[config.mk]
export PLATFORM = sky130hd
export DESIGN_NAME = exc_state_regs
export DESIGN_NICKNAME = d
export VERILOG_FILES = /design/src/rtl/exc_state_pkg.sv /design/src/rtl/exc_status_stack.sv /design/src/rtl/exc_cause_unit.sv /design/src/rtl/exc_addr_capture.sv /design/src/rtl/exc_state_regs.sv
export SDC_FILE = /design/constraint.sdc
export NUM_CORES = 1
export LEC_CHECK = 0
export ABC_AREA = 1
export CAP_MARGIN = 20
export CORE_MARGIN = 1.5
export CORE_UTILIZATION = 40
export CTS_CLUSTER_DIAMETER = 50
export DETAILED_ROUTE_END_ITERATION = 8
export PLACE_DENSITY = 0.73
export SYNTH_ARGS = -nofsm -noshare
export SYNTH_HDL_FRONTEND = slang
export SYNTH_SLANG_ARGS = --single-unit
[constraint.sdc]
create_clock -name clk -period 3.7 [get_ports clk]
set_clock_uncertainty 0.2 [all_clocks]
set_input_delay 0.555 -clock clk [delete_from_list [all_inputs] [get_ports clk]]
set_output_delay 0.555 -clock clk [all_outputs]
set_load 0.1 [all_outputs]
[src/rtl/exc_state_pkg.sv]
package exc_state_pkg;
  localparam int unsigned XLEN       = 32;
  localparam int unsigned REG_AW     = 5;
  localparam int unsigned CODE_W     = 4;
  localparam int unsigned CODE_LSB   = 2;
  localparam int unsigned LEVEL_LSB  = 8;
  localparam int unsigned STACK_PAIRS = 3;
  localparam int unsigned STACK_W    = 2 * STACK_PAIRS;

  localparam logic [REG_AW-1:0] RNUM_BADV  = 5'd8;
  localparam logic [REG_AW-1:0] RNUM_STAT  = 5'd12;
  localparam logic [REG_AW-1:0] RNUM_CAUSE = 5'd13;
  localparam logic [REG_AW-1:0] RNUM_EPC   = 5'd14;

  typedef enum logic [CODE_W-1:0] {
    EC_INT   = 4'd0,
    EC_ADEL  = 4'd4,
    EC_ADES  = 4'd5,
    EC_IBE   = 4'd6,
    EC_DBE   = 4'd7,
    EC_SYS   = 4'd8,
    EC_BRK   = 4'd9,
    EC_RSVD  = 4'd10,
    EC_OVF   = 4'd12
  } exc_code_e;

  function automatic logic is_addr_fault(input logic [CODE_W-1:0] code);
    return (code == EC_ADEL) || (code == EC_ADES);
  endfunction
endpackage

[src/rtl/exc_status_stack.sv]
module exc_status_stack
  import exc_state_pkg::*;
#(
  parameter int unsigned LEVELS = 8
) (
  input  logic               clk,
  input  logic               rst_n,
  input  logic               take,
  input  logic               ret,
  input  logic               wr_en,
  input  logic [LEVELS-1:0]  wr_mask,
  input  logic [STACK_W-1:0] wr_stack,
  output logic [LEVELS-1:0]  mask_q,
  output logic [STACK_W-1:0] stack_q
);
  logic [LEVELS-1:0]  mask_d;
  logic [STACK_W-1:0] stack_d;
  logic               stack_en;
  logic               mask_en;

  assign stack_en = take | ret | wr_en;
  assign mask_en  = wr_en;

  always_comb begin
    stack_d = stack_q;
    if (take) begin
      stack_d = {stack_q[STACK_W-3:0], 2'b00};
    end else if (ret) begin
      stack_d = {stack_q[STACK_W-1:STACK_W-2], stack_q[STACK_W-1:2]};
    end else if (wr_en) begin
      stack_d = wr_stack;
    end
  end

  always_comb begin
    mask_d = mask_q;
    if (wr_en) mask_d = wr_mask;
  end

  always_ff @(posedge clk or negedge rst_n) begin
    if (!rst_n) begin
      stack_q <= '0;
    end else if (stack_en) begin
      stack_q <= stack_d;
    end
  end

  always_ff @(posedge clk or negedge rst_n) begin
    if (!rst_n) begin
      mask_q <= '0;
    end else if (mask_en) begin
      mask_q <= mask_d;
    end
  end
endmodule

[src/rtl/exc_cause_unit.sv]
module exc_cause_unit
  import exc_state_pkg::*;
#(
  parameter int unsigned HW_LINES = 6,
  parameter int unsigned SW_LINES = 2
) (
  input  logic                         clk,
  input  logic                         rst_n,
  input  logic                         take,
  input  logic [CODE_W-1:0]            code,
  input  logic                         wr_en,
  input  logic [SW_LINES-1:0]          wr_soft,
  input  logic [HW_LINES-1:0]          hw_irq,
  output logic [CODE_W-1:0]            code_q,
  output logic [HW_LINES+SW_LINES-1:0] pend_q
);
  logic [CODE_W-1:0]   code_d;
  logic [SW_LINES-1:0] soft_q;
  logic [SW_LINES-1:0] soft_d;
  logic [HW_LINES-1:0] hw_q;

  always_comb begin
    code_d = code_q;
    if (take) code_d = code;
  end

  always_comb begin
    soft_d = soft_q;
    if (wr_en) soft_d = wr_soft;
  end

  always_ff @(posedge clk or negedge rst_n) begin
    if (!rst_n) begin
      code_q <= '0;
    end else if (take) begin
      code_q <= code_d;
    end
  end

  always_ff @(posedge clk or negedge rst_n) begin
    if (!rst_n) begin
      soft_q <= '0;
    end else if (wr_en) begin
      soft_q <= soft_d;
    end
  end

  for (genvar i = 0; i < HW_LINES; i++) begin : g_line
    logic line_d;
    logic line_q;
    assign line_d = hw_irq[i] & ~wr_en;
    always_ff @(posedge clk or negedge rst_n) begin
      if (!rst_n) begin
        line_q <= 1'b0;
      end else begin
        line_q <= line_d;
      end
    end
    assign hw_q[i] = line_q;
  end

  assign pend_q = {hw_q, soft_q};
endmodule

[src/rtl/exc_addr_capture.sv]
module exc_addr_capture
  import exc_state_pkg::*;
(
  input  logic              clk,
  input  logic              rst_n,
  input  logic              take,
  input  logic [CODE_W-1:0] code,
  input  logic [XLEN-1:0]   pc_next,
  input  logic [XLEN-1:0]   bad_addr,
  input  logic              epc_we,
  input  logic [XLEN-1:0]   epc_wdata,
  output logic [XLEN-1:0]   epc_q,
  output logic [XLEN-1:0]   badv_q
);
  localparam logic [XLEN-1:0] INSN_BYTES = XLEN'(4);

  logic [XLEN-1:0] epc_d;
  logic [XLEN-1:0] badv_d;
  logic            epc_en;
  logic            badv_en;

  assign epc_en  = take | epc_we;
  assign badv_en = take & is_addr_fault(code);

  always_comb begin
    epc_d = epc_q;
    if (take) begin
      epc_d = pc_next - INSN_BYTES;
    end else if (epc_we) begin
      epc_d = epc_wdata;
    end
  end

  always_comb begin
    badv_d = badv_q;
    if (badv_en) badv_d = bad_addr;
  end

  always_ff @(posedge clk or negedge rst_n) begin
    if (!rst_n) begin
      epc_q <= '0;
    end else if (epc_en) begin
      epc_q <= epc_d;
    end
  end

  always_ff @(posedge clk or negedge rst_n) begin
    if (!rst_n) begin
      badv_q <= '0;
    end else if (badv_en) begin
      badv_q <= badv_d;
    end
  end
endmodule

[src/rtl/exc_state_regs.sv]
module exc_state_regs
  import exc_state_pkg::*;
#(
  parameter int unsigned     HW_LINES = 6,
  parameter int unsigned     SW_LINES = 2,
  parameter logic [XLEN-1:0] VECTOR   = 32'h8000_0080
) (
  input  logic                clk,
  input  logic                rst_n,
  input  logic                exc_take,
  input  logic [CODE_W-1:0]   exc_code,
  input  logic [XLEN-1:0]     exc_pc_next,
  input  logic [XLEN-1:0]     exc_bad_addr,
  input  logic                eret,
  input  logic                sw_we,
  input  logic [REG_AW-1:0]   sw_addr,
  input  logic [XLEN-1:0]     sw_wdata,
  input  logic [HW_LINES-1:0] hw_irq,
  input  logic [REG_AW-1:0]   rd_addr,
  output logic [XLEN-1:0]     rd_data,
  output logic                redir_valid,
  output logic [XLEN-1:0]     redir_pc,
  output logic                irq_req
);
  localparam int unsigned LEVELS = HW_LINES + SW_LINES;
  localparam int unsigned SYNC_STAGES = 2;

  logic [SYNC_STAGES-1:0] rst_sync;
  logic                   rst_sync_n;
  logic                   sw_ok;
  logic                   wr_stat;
  logic                   wr_cause;
  logic                   wr_epc;
  logic [LEVELS-1:0]      mask_q;
  logic [STACK_W-1:0]     stack_q;
  logic [CODE_W-1:0]      code_q;
  logic [LEVELS-1:0]      pend_q;
  logic [HW_LINES-1:0]    hw_pend;
  logic [XLEN-1:0]        epc_q;
  logic [XLEN-1:0]        badv_q;
  logic [XLEN-1:0]        status_word;
  logic [XLEN-1:0]        cause_word;

  always_ff @(posedge clk or negedge rst_n) begin
    if (!rst_n) begin
      rst_sync <= '0;
    end else begin
      rst_sync <= {rst_sync[SYNC_STAGES-2:0], 1'b1};
    end
  end
  assign rst_sync_n = rst_sync[SYNC_STAGES-1];

  assign sw_ok    = sw_we & ~exc_take & ~eret;
  assign wr_stat  = sw_ok & (sw_addr == RNUM_STAT);
  assign wr_cause = sw_ok & (sw_addr == RNUM_CAUSE);
  assign wr_epc   = sw_ok & (sw_addr == RNUM_EPC);

  exc_status_stack #(.LEVELS(LEVELS)) u_stack (
    .clk      (clk),
    .rst_n    (rst_sync_n),
    .take     (exc_take),
    .ret      (eret),
    .wr_en    (wr_stat),
    .wr_mask  (sw_wdata[LEVEL_LSB +: LEVELS]),
    .wr_stack (sw_wdata[STACK_W-1:0]),
    .mask_q   (mask_q),
    .stack_q  (stack_q)
  );

  exc_cause_unit #(.HW_LINES(HW_LINES), .SW_LINES(SW_LINES)) u_cause (
    .clk     (clk),
    .rst_n   (rst_sync_n),
    .take    (exc_take),
    .code    (exc_code),
    .wr_en   (wr_cause),
    .wr_soft (sw_wdata[LEVEL_LSB +: SW_LINES]),
    .hw_irq  (hw_irq),
    .code_q  (code_q),
    .pend_q  (pend_q)
  );

  exc_addr_capture u_addr (
    .clk       (clk),
    .rst_n     (rst_sync_n),
    .take      (exc_take),
    .code      (exc_code),
    .pc_next   (exc_pc_next),
    .bad_addr  (exc_bad_addr),
    .epc_we    (wr_epc),
    .epc_wdata (sw_wdata),
    .epc_q     (epc_q),
    .badv_q    (badv_q)
  );

  assign hw_pend = pend_q[LEVELS-1:SW_LINES];

  always_comb begin
    status_word = '0;
    status_word[LEVEL_LSB +: LEVELS] = mask_q;
    status_word[STACK_W-1:0]         = stack_q;
  end

  always_comb begin
    cause_word = '0;
    cause_word[LEVEL_LSB +: LEVELS]  = pend_q;
    cause_word[CODE_LSB +: CODE_W]   = code_q;
  end

  always_comb begin
    case (rd_addr)
      RNUM_BADV:  rd_data = badv_q;
      RNUM_STAT:  rd_data = status_word;
      RNUM_CAUSE: rd_data = cause_word;
      RNUM_EPC:   rd_data = epc_q;
      default:    rd_data = '0;
    endcase
  end

  always_comb begin
    redir_valid = exc_take | eret;
    if (exc_take) begin
      redir_pc = VECTOR;
    end else if (eret) begin
      redir_pc = epc_q;
    end else begin
      redir_pc = '0;
    end
  end

  assign irq_req = stack_q[0] & (|(pend_q & mask_q));
endmodule

# == Yosys cells after proc, flatten, opt, wreduce, memory -nomap -nowiden ==
# Cells that the tools add are included.
# word_totals
reg_bits,92
latch_bits,0
mem_bits_rw,0
rom_bits,0
input_bits,121
out_inout_bits,66
memories,0
# classes
addsub,1
n_mul,0
div_mod_pow,0
order_cmp,0
eq_ne,10
n_shift,0
n_mux,8
bitwise_logic,20
reduce_logical,8
# op_table
cell,n
32-bit 2-to-1 mux,4
32-bit one-hot mux with 4 select lines,1
5-bit by 4-bit equality test with 1-bit output (second input constant),7
32-bit by 3-bit subtractor with 32-bit output (second input constant),1
6-bit 2-to-1 mux,3
1-bit AND,13
8-bit AND,1
4-bit by 3-bit equality test with 1-bit output (second input constant),2
8-bit OR reduction,1
2-bit AND reduction,2
2-bit nonzero test,2
1-bit NOT,3
1-bit bitwise OR,3
3-bit AND reduction,1
3-bit nonzero test,1
2-bit != test (second input constant),1
1-bit logical OR,1

# == Longest topological paths before layout ==
# Gate-level depths: netlist of the first run.
# logic_depth
ltp_word,7
depth_mapped,11
mapped_depth_nobuf,10

# == By module ==
# From an unflattened synthesis of the first run, not the netlist that was laid out.
# unflattened
cells_unflattened,839
hier_area_um2,5965.7
# by_module_without_submodules
mod,instances,cells_per_inst,area_per_inst_um2
exc_addr_capture,1,428,3498.4
exc_state_regs,1,280,1355.0
exc_status_stack,1,80,635.6
exc_cause_unit,1,51,476.7

# == Least setup slack after synthesis of the first run ==
# No wires, ideal clock.
# synth_timing
kind,input port to output port
start,input rd_addr[0]
end,output rd_data[18]
arrival_ns,3.194
slack_ns,-0.249
stages,4
path_cell_list,nor2_1 > nand4_1 > clkbuf_1 > o21ai_0
# synth_between
elab_chain_len,2
# synth_lines
item,line_no,rtl
start: declaration,exc_state_regs.sv:19,"input logic [REG_AW-1:0] rd_addr,"
5-bit by 4-bit equality test with 1-bit output,exc_state_regs.sv:110,case (rd_addr)
32-bit one-hot mux with 4 select lines (*),exc_state_regs.sv:110,
end: declaration,exc_state_regs.sv:20,"output logic [XLEN-1:0] rd_data,"
# Every way passes the cells marked *; elsewhere a longest branch is shown, timed or not.

# == Final worst setup path of the first run ==
# layout_timing
start,input rd_addr[3]
end,output rd_data[19]
# Same word-level chain as after synthesis.

==> results of run 1 <==
-- state kept, by name, summed over array words and instances (netlist names) --
register	cells
u_stack.mask_q	8
u_cause.code_q	4
u_cause.soft_q	2
u_cause.g_line.line_q	6
u_stack.stack_q	6
rst_sync	2
u_addr.epc_q	32
u_addr.badv_q	32
-- worst min path at each step --
stage                start  cells past startpoint                 to
6_report       rst_sync[1]                      0  u_addr.badv_q[25]
5_1_grt              rst_n                      1        rst_sync[1]
4_1_cts        rst_sync[0]                      0        rst_sync[1]
3_5_place_dp   rst_sync[0]                      0        rst_sync[1]
3_3_place_gp   rst_sync[0]                      0        rst_sync[1]
2_1_floorplan        rst_n                      0        rst_sync[0]
-- stage by stage --
stage / cells / utilization (%)
after global routing: 1105 / 63.5
after detailed placement: 1089 / 61.1
after global placement: 1089 / 61.1
after floorplan: 744 / -
final: 1105 / 63.5
after CTS: 1105 / 63.5
-- power breakdown --
part / internal (mW) / switching [mW]
Sequential: 1.14 / 0.0862
Clock: 0.601 / 0.404
Combinational: 0.354 / 0.489
Total: 2.10 / 0.979
-- final cells by class --
| cell class | instances | area (sq um) | area share [%] |
|---|---|---|---|
| tap | 176 | 220 | 2.61 |
| inverter | 115 | 437 | 5.17 |
| sequential | 92 | 2310 | 27.3 |
| multi-input combinational | 511 | 2580 | 30.6 |
| timing repair buffer | 195 | 2580 | 30.5 |
| clock inverter | 6 | 97.6 | 1.16 |
| clock buffer | 10 | 229 | 2.71 |
-- cell usage after synthesis (2+ instances only) --
| cell | number | area share (%) |
|---|---|---|
| sky130_fd_sc_hd__a21oi_1 | 28 | 2.6 |
| sky130_fd_sc_hd__a221oi_1 | 2 | 0.32 |
| sky130_fd_sc_hd__buf_2 | 7 | 0.64 |
| sky130_fd_sc_hd__buf_4 | 3 | 0.41 |
| sky130_fd_sc_hd__buf_6 | 2 | 0.41 |
| sky130_fd_sc_hd__clkbuf_1 | 13 | 0.89 |
| sky130_fd_sc_hd__dfrtp_1 | 92 | 42 |
| sky130_fd_sc_hd__inv_1 | 111 | 7.6 |
| sky130_fd_sc_hd__inv_2 | 2 | 0.14 |
| sky130_fd_sc_hd__mux2_2 | 31 | 6.4 |
| sky130_fd_sc_hd__nand2_1 | 192 | 13 |
| sky130_fd_sc_hd__nand3_1 | 30 | 2.8 |
| sky130_fd_sc_hd__nand3b_1 | 2 | 0.28 |
| sky130_fd_sc_hd__nand4_1 | 6 | 0.69 |
| sky130_fd_sc_hd__nor2_1 | 103 | 7.1 |
| sky130_fd_sc_hd__o211ai_1 | 2 | 0.28 |
| sky130_fd_sc_hd__o21ai_0 | 59 | 5.4 |
| sky130_fd_sc_hd__o21ai_1 | 2 | 0.18 |
| sky130_fd_sc_hd__o21bai_1 | 2 | 0.28 |
| sky130_fd_sc_hd__o221ai_1 | 9 | 1.4 |
| sky130_fd_sc_hd__o22ai_1 | 20 | 2.3 |
| sky130_fd_sc_hd__xor2_1 | 7 | 1.1 |
-- cell families after synthesis --
kind of cell    count (synthesis)
simple gates                  344
buf+inv                       141
other cells                     1
fa+ha+maj                       1
flops                          92
compound gates                126
xor+xnor                        8
mux                            31
-- per-layer routing --
layer	wire length [um]	up-vias	global-route usage [%]	share of wire [%]
li1	-	2738	-	-
met1	8130	2607	36.4	45
met2	8300	204	41.2	46
met3	1190	29	4.99	6.6
met4	474	0	8.18	2.6
met5	0	-	0	0
-- cell usage in the layout (no fill, tap or decap), drive strengths merged, types with 7 or more instances in the layout --
cell / instances
dfrtp: 92
buf: 75
nor2: 106
clkdlybuf4s50: 120
xor2: 7
nand3: 32
inv: 115
nand2: 194
mux2: 31
a21oi: 28
o221ai: 9
o21ai: 61
clkbuf: 10
o22ai: 20
==> implementation parameters, run 1 <==
Parameter                              Value

Run status
  Result of the run    complete, no violations

Clocking
  Clock insertion delay at the later pin of the skew report    0.34 ns
  Maximum root-to-sink buffer count    2
  CTS buffer count    9
  H-tree lvl count    3
  Sink count of the clock tree    92
  Hold-fix buffers at CTS    0
  Post-CTS sizing    0
  Buffers inserted during post-CTS setup optimization    0
  TritonCTS clock tree    yes
  Root Driver    sky130_fd_sc_hd__clkbuf_16
  Clock slew at reported path FFs    around 0.070 ns

Power and ir drop
  Leakage power summed over all cells    around 4.0 nW
  Overall power after layout    slightly above 3 mW
  Pwr Density    between 300 and 400 nW/um^2
  Largest voltage drop on the vdd net    approximately 0.00023 V

Yosys
  Share of cell area taken by muxes after synthesis    6.40%
  EDFF count, synth    0
  Synthesized-area fraction occupied by and/or/nand/nor cells    between 20% and 30%
  Fraction of the mapped netlist area in compound gates    between 10% and 20%
  Syn Area/Cell    ~7.3 sq um
  XOR/XNOR share of the synthesized area    under 10%
  Sequential fraction of the synthesis area    42.2%
  Top_reg_cell synth    sky130_fd_sc_hd__dfrtp_1
  Net count of the mapped netlist    866
  Number of storage elements in the synthesis netlist    92
  Main combinational cell family by area after synthesis    simple AND/OR/NAND/NOR gates
  Post-synthesis instance total    approximately 740
  Post-synth cell types    roughly 40
  Yosys warns    0
  Fraction of registers with async set/reset    between 90% and 100%
  Cell area after technology mapping    around 5500 sq um
  Adder-cell share of the synthesized area    less than 1%

Timing
  RSZ-0062 raised after global routing    false
  Period Utilization, post-route    between 80% and 90%
  Setup TNS    0 ns
  Worst slew slack as a fraction of its limit    56.9%
  Min Clock Period, post-route    roughly 3.2 ns
  Setup violation total in the final timing report    0
  Worst-case setup margin in the final layout    0.456 ns
  Max Freq    0.308 GHz
  Worst hold-check slack    0.158 ns
  Number of hold violations in the final report    0
  Pin slew with the least headroom to its limit    around 0.65 ns
  Final Max Slew Viols    0

Worst setup path
  Count of buffering cells on the critical path with inverters included    5
  Data arrival time of the worst path    2.49 ns
  Cell-by-cell trace of the critical path    clkdlybuf4s50_1 -> inv_1 -> nor2_1 -> nand2_1 -> or2_2 -> inv_1 -> buf_4 -> nand2_1 -> o21ai_0 -> buf_12
  Crit path from    rd_addr[3]
  Depth of the most critical reg-to-reg path    1
  Worst setup path category    in -> out
  Worst reg2reg setup slack    2.35 ns
  Endpoint type of the worst setup path    output pin
  End of the worst register-to-register path    u_addr.epc_q[17]
  Crit. path cell count    10
  CP max-delay cell    sky130_fd_sc_hd__clkdlybuf4s50_1
  Crit path launch type    input pin
  Biggest fanout along the worst timing path    31
  Largest stage delay on the critical path    between 0.4 and 0.5 ns
  Critical path endpoint    rd_data[19]
  Data required time at the worst endpoint    just under 3 ns
  Worst reg2reg path startpoint    rst_sync[1]
  Family of cells with the greatest summed delay on the critical path    buffers and inverters

Floorplan
  Die outline area    around 14,000 sq um
  Number of rows created at floorplan    42
  I/O pin total    around 190
  Die Span X    roughly 120 um
  Area inside the core boundary    roughly 13,000 sq um
  Effective utilization at floorplan    roughly two fifths
  Die Y-Extent    roughly 120 um

Drt
  Initial DRT Pass Iterations    5
  Residual DRC count    0
  Starting DRC count in detailed routing    just under 500
  Total vias in the final route    5,578
  Remaining number of nets flagged by the antenna check after routing    0
  WL per Instance    roughly 16 um
  Mean number of vias per cell    5.05
  Post-Route WL    around 18,000 um

Global routing
  Number of antenna violations at the first check in global routing    0
  Number of global-route vias before repair    about 5,500
  Global router's overall resource usage    26.1%
  Global-route wire length before repair    ~29,000 um
  Overall overflow remaining after global route    0
  Maximum number of pins on one net before global-route repair    49

Final layout
  Fill cell count    1,151
  Layout Cell Area excl Fill    between 8000 and 9000 sq um
  N_diodes    0
  Nets    roughly 1,000
  Ratio of cells with drive above 1 in the final layout    between 10% and 20%
  Layout overhead on the synthesized area    54.9%

Place
  Half-perimeter wire length after placement    between 10,000 and 15,000 um
  Post-DP Area    8120 sq um
  Routability cong.    about 0.91
  Worst-case setup slack after placement    around 0.48 ns
  Port Buffers    approximately 190

Worst hold path
  Worst min-delay path category    reg -> async

Job
  # Max-Cap Violations    0
Note: power is estimated with default switching activity, not from simulation.
==> run 2, diff against run 1 <==
--- a/config.mk
+++ b/config.mk
@@ -11,6 +11,7 @@
 export CORE_UTILIZATION = 40
 export CTS_CLUSTER_DIAMETER = 50
 export DETAILED_ROUTE_END_ITERATION = 8
+export MAX_ROUTING_LAYER = met4
 export PLACE_DENSITY = 0.73
 export SYNTH_ARGS = -nofsm -noshare
 export SYNTH_HDL_FRONTEND = slang
==> run 2 against run 1 <==
Compared with the run above: first-iteration DRC count is 2.7% higher; combinational power is 1% higher; power is 3.9% lower; final cell count is 0.18% higher; clock-buffer cell count is 2 higher; core utilization hardly changed; non-clock buffer count is 2 higher; design area hardly changed; critical path depth stayed put; global-route usage is 0.16 points higher; worst setup slack better by 0.090 ns; sequential power hardly changed; critical endpoint unchanged; largest cell class is now buffers.
==> implementation parameters, run 2 (synthesis gave the netlist of run 1 again) <==
Parameter                              Value

Worst setup path
  Worst reg2reg setup slack    2.48 ns (+0.13 ns)
  Crit path launch type    input pin
  Worst reg2reg path startpoint    rst_sync[1]
  Crit path from    rd_addr[3]
  Depth of the most critical reg-to-reg path    1 (unchanged)
  Data required time at the worst endpoint    2.94 ns (about the same)
  Data arrival time of the worst path    2.40 ns (-0.09 ns)
  Endpoint type of the worst setup path    output pin
  Worst setup path category    in -> out
  Biggest fanout along the worst timing path    17 (-45%)
  End of the worst register-to-register path    u_addr.badv_q[21]

Drt
  Total vias in the final route    5,608 (+0.54%)
  Post-Route WL    17,900 um (-0.88%)
  Residual DRC count    0 (unchanged)
  Initial DRT Pass Iterations    5 (unchanged)
  Remaining number of nets flagged by the antenna check after routing    0 (unchanged)
  WL per Instance    16.2 um (-1.1%)
  Mean number of vias per cell    5.07 (+0.36%)
  Starting DRC count in detailed routing    497 (+2.7%)

Timing
  Setup TNS    0 ns (unchanged)
  Worst-case setup margin in the final layout    0.545 ns (+0.0898 ns)
  Period Utilization, post-route    85.3% (-2.4 points)
  Number of hold violations in the final report    0 (unchanged)
  Final Max Slew Viols    0 (unchanged)
  Max Freq    0.317 GHz (+2.8%)
  Min Clock Period, post-route    3.15 ns (-0.0898 ns)
  Setup violation total in the final timing report    0 (unchanged)
  RSZ-0062 raised after global routing    false

Power and ir drop
  Internal cell power    1.99 mW (-4.9%)
  Largest voltage drop on the vdd net    0.000233 V (+3.4%)
  Proportion of power drawn by the clock network    30.0% (-2.7 points)
  Combinational share of power    28.8% (+1.4 points)
  Leakage power summed over all cells    3.95 nW (-0.25%)
  Sw frac    32.5% (+0.70 points)
  Sw Pwr    962 uW (-1.8%)
  Pwr Density    350 nW/um^2 (-3.9%)
  Overall power after layout    2.96 mW (-3.9%)
  Proportion of power drawn by flip-flops and latches    41.2% (+1.3 points)

Global routing
  Number of global-route vias before repair    5,509 (+1.1%)
  Global router's overall resource usage    26.3% (+0.16 points)
  Global Route met1 Usage    36.0% (-0.43 points)
  Global-route wire length before repair    28,600 um (-2.4%)
  Met2 global-route usage    40.9% (-0.29 points)
  Met3 track demand over resource    2.85% (-2.1 points)
  Maximum number of pins on one net before global-route repair    80 (+63%)
  Number of antenna violations at the first check in global routing    0 (unchanged)
  Overall overflow remaining after global route    0 (unchanged)
  GRT busiest layer    met2

Final layout
  Leading registers by flop count    u_addr.badv_q (32), u_addr.epc_q (32), u_stack.mask_q (8)
  Ratio of cells with drive above 1 in the final layout    14.6% (+0.076 points)
  Layout Cell Area excl Fill    8450 sq um (about the same)
  Fill cell count    1,170 (+1.7%)
  Post-layout util    63.5% (about the same)
  Sequential standard cell area    2310 sq um (unchanged)
  Multi-input gate area    2580 sq um (unchanged)
  Most common cell after layout, fill and taps aside    sky130_fd_sc_hd__nand2_1
  N_diodes    0 (unchanged)
  Nets    1,048 (+0.19%)
  Commonest non-fill, non-tap cells in the layout    192 x sky130_fd_sc_hd__nand2_1, 120 x sky130_fd_sc_hd__clkdlybuf4s50_1, 111 x sky130_fd_sc_hd__inv_1, 103 x sky130_fd_sc_hd__nor2_1, 91 x sky130_fd_sc_hd__dfrtp_1
  Layout overhead on the synthesized area    54.9% (about the same)

Place
  Half-perimeter wire length after placement    14,200 um (about the same)
  Port Buffers    186 (unchanged)
  Routability cong.    0.951 (+4.0%)
  Post-DP Area    8120 sq um (unchanged)
  Worst-case setup slack after placement    0.599 ns (+0.115 ns)

Floorplan
  I/O pin total    187 (unchanged)
  Die Span X    120 um (unchanged)
  Effective utilization at floorplan    41.0% (unchanged)
  Number of rows created at floorplan    42 (unchanged)
  Die Y-Extent    120 um (unchanged)
  Die outline area    14,300 sq um (unchanged)
  Area inside the core boundary    13,300 sq um (unchanged)

Clocking
  Maximum root-to-sink buffer count    2 (unchanged)
  Clock insertion delay at the later pin of the skew report    0.34 ns (about the same)
  Buffers inserted during post-CTS setup optimization    0 (unchanged)
  H-tree lvl count    3 (unchanged)
  CTS buffer count    9 (unchanged)
  Clock slew at reported path FFs    0.07 ns (about the same)
  Post-CTS sizing    0 (unchanged)
  TritonCTS clock tree    yes
  Sink count of the clock tree    92 (unchanged)
  Root Driver    sky130_fd_sc_hd__clkbuf_16

Worst hold path
  Worst min-delay path category    reg -> async

Job
  # Max-Cap Violations    0 (unchanged)

Run status
  Result of the run    complete, no violations
## run 2: cell type report
type | instances | area share [%]
well taps | 176 | 2.61
inverters | 115 | 5.17
clock buffers | 12 | 3.04
flip-flops and latches | 92 | 27.3
repair buffers | 197 | 31.0
clock inverters | 4 | 0.370
multi-input cells | 511 | 30.6
## run 2: worst max-delay path, stage by stage
cell                              delay, ns
sky130_fd_sc_hd__clkdlybuf4s50_1       0.50
sky130_fd_sc_hd__inv_1                 0.05
sky130_fd_sc_hd__nor2_1                0.16
sky130_fd_sc_hd__nand2_1               0.07
sky130_fd_sc_hd__or2_2                 0.28
sky130_fd_sc_hd__inv_1                 0.07
sky130_fd_sc_hd__buf_4                 0.21
sky130_fd_sc_hd__nand2_1               0.10
sky130_fd_sc_hd__o21ai_0               0.17
sky130_fd_sc_hd__buf_12                0.23
## run 2: worst max path at each step
stage	end	depth (start not counted)
after CTS	rd_data[19]	10
final	rd_data[19]	10
after detailed placement	rd_data[19]	10
after floorplan	rd_data[18]	4
after global routing	rd_data[19]	10
after global placement	rd_data[9]	10
## run 2: stage by stage
stage          cells  hold WS, ns
6_report        1107        0.155
5_1_grt         1107        0.166
4_1_cts         1105        0.151
3_5_place_dp    1089        0.136
3_3_place_gp    1089        0.138
2_1_floorplan    744       0.0594
## run 2: repair_timing
action,4_1_cts,5_1_grt
hold buffers,0,1
endpoints found under the hold margin,0,7
endpoints found under the setup margin,0,0
## run 2: power by group through the flow
stage / combinational (mW) / clock [mW] / sequential, mW
floorplan: 0.484 / 0 / 1.22
global placement: 0.820 / 0 / 1.25
detailed placement: 0.831 / 0 / 1.25
CTS: 0.835 / 0.893 / 1.23
global route: 0.913 / 0.926 / 1.23
finish: 0.852 / 0.886 / 1.22
## run 2: layer usage
layer  share of wire [%]  up-vias  wire length [um]
met2                  46      227              8280
li1                    -     2733                 -
met3                 6.1       31              1090
met4                 2.5        0               450
met1                  45     2617              8120
met5                   0        -                 0
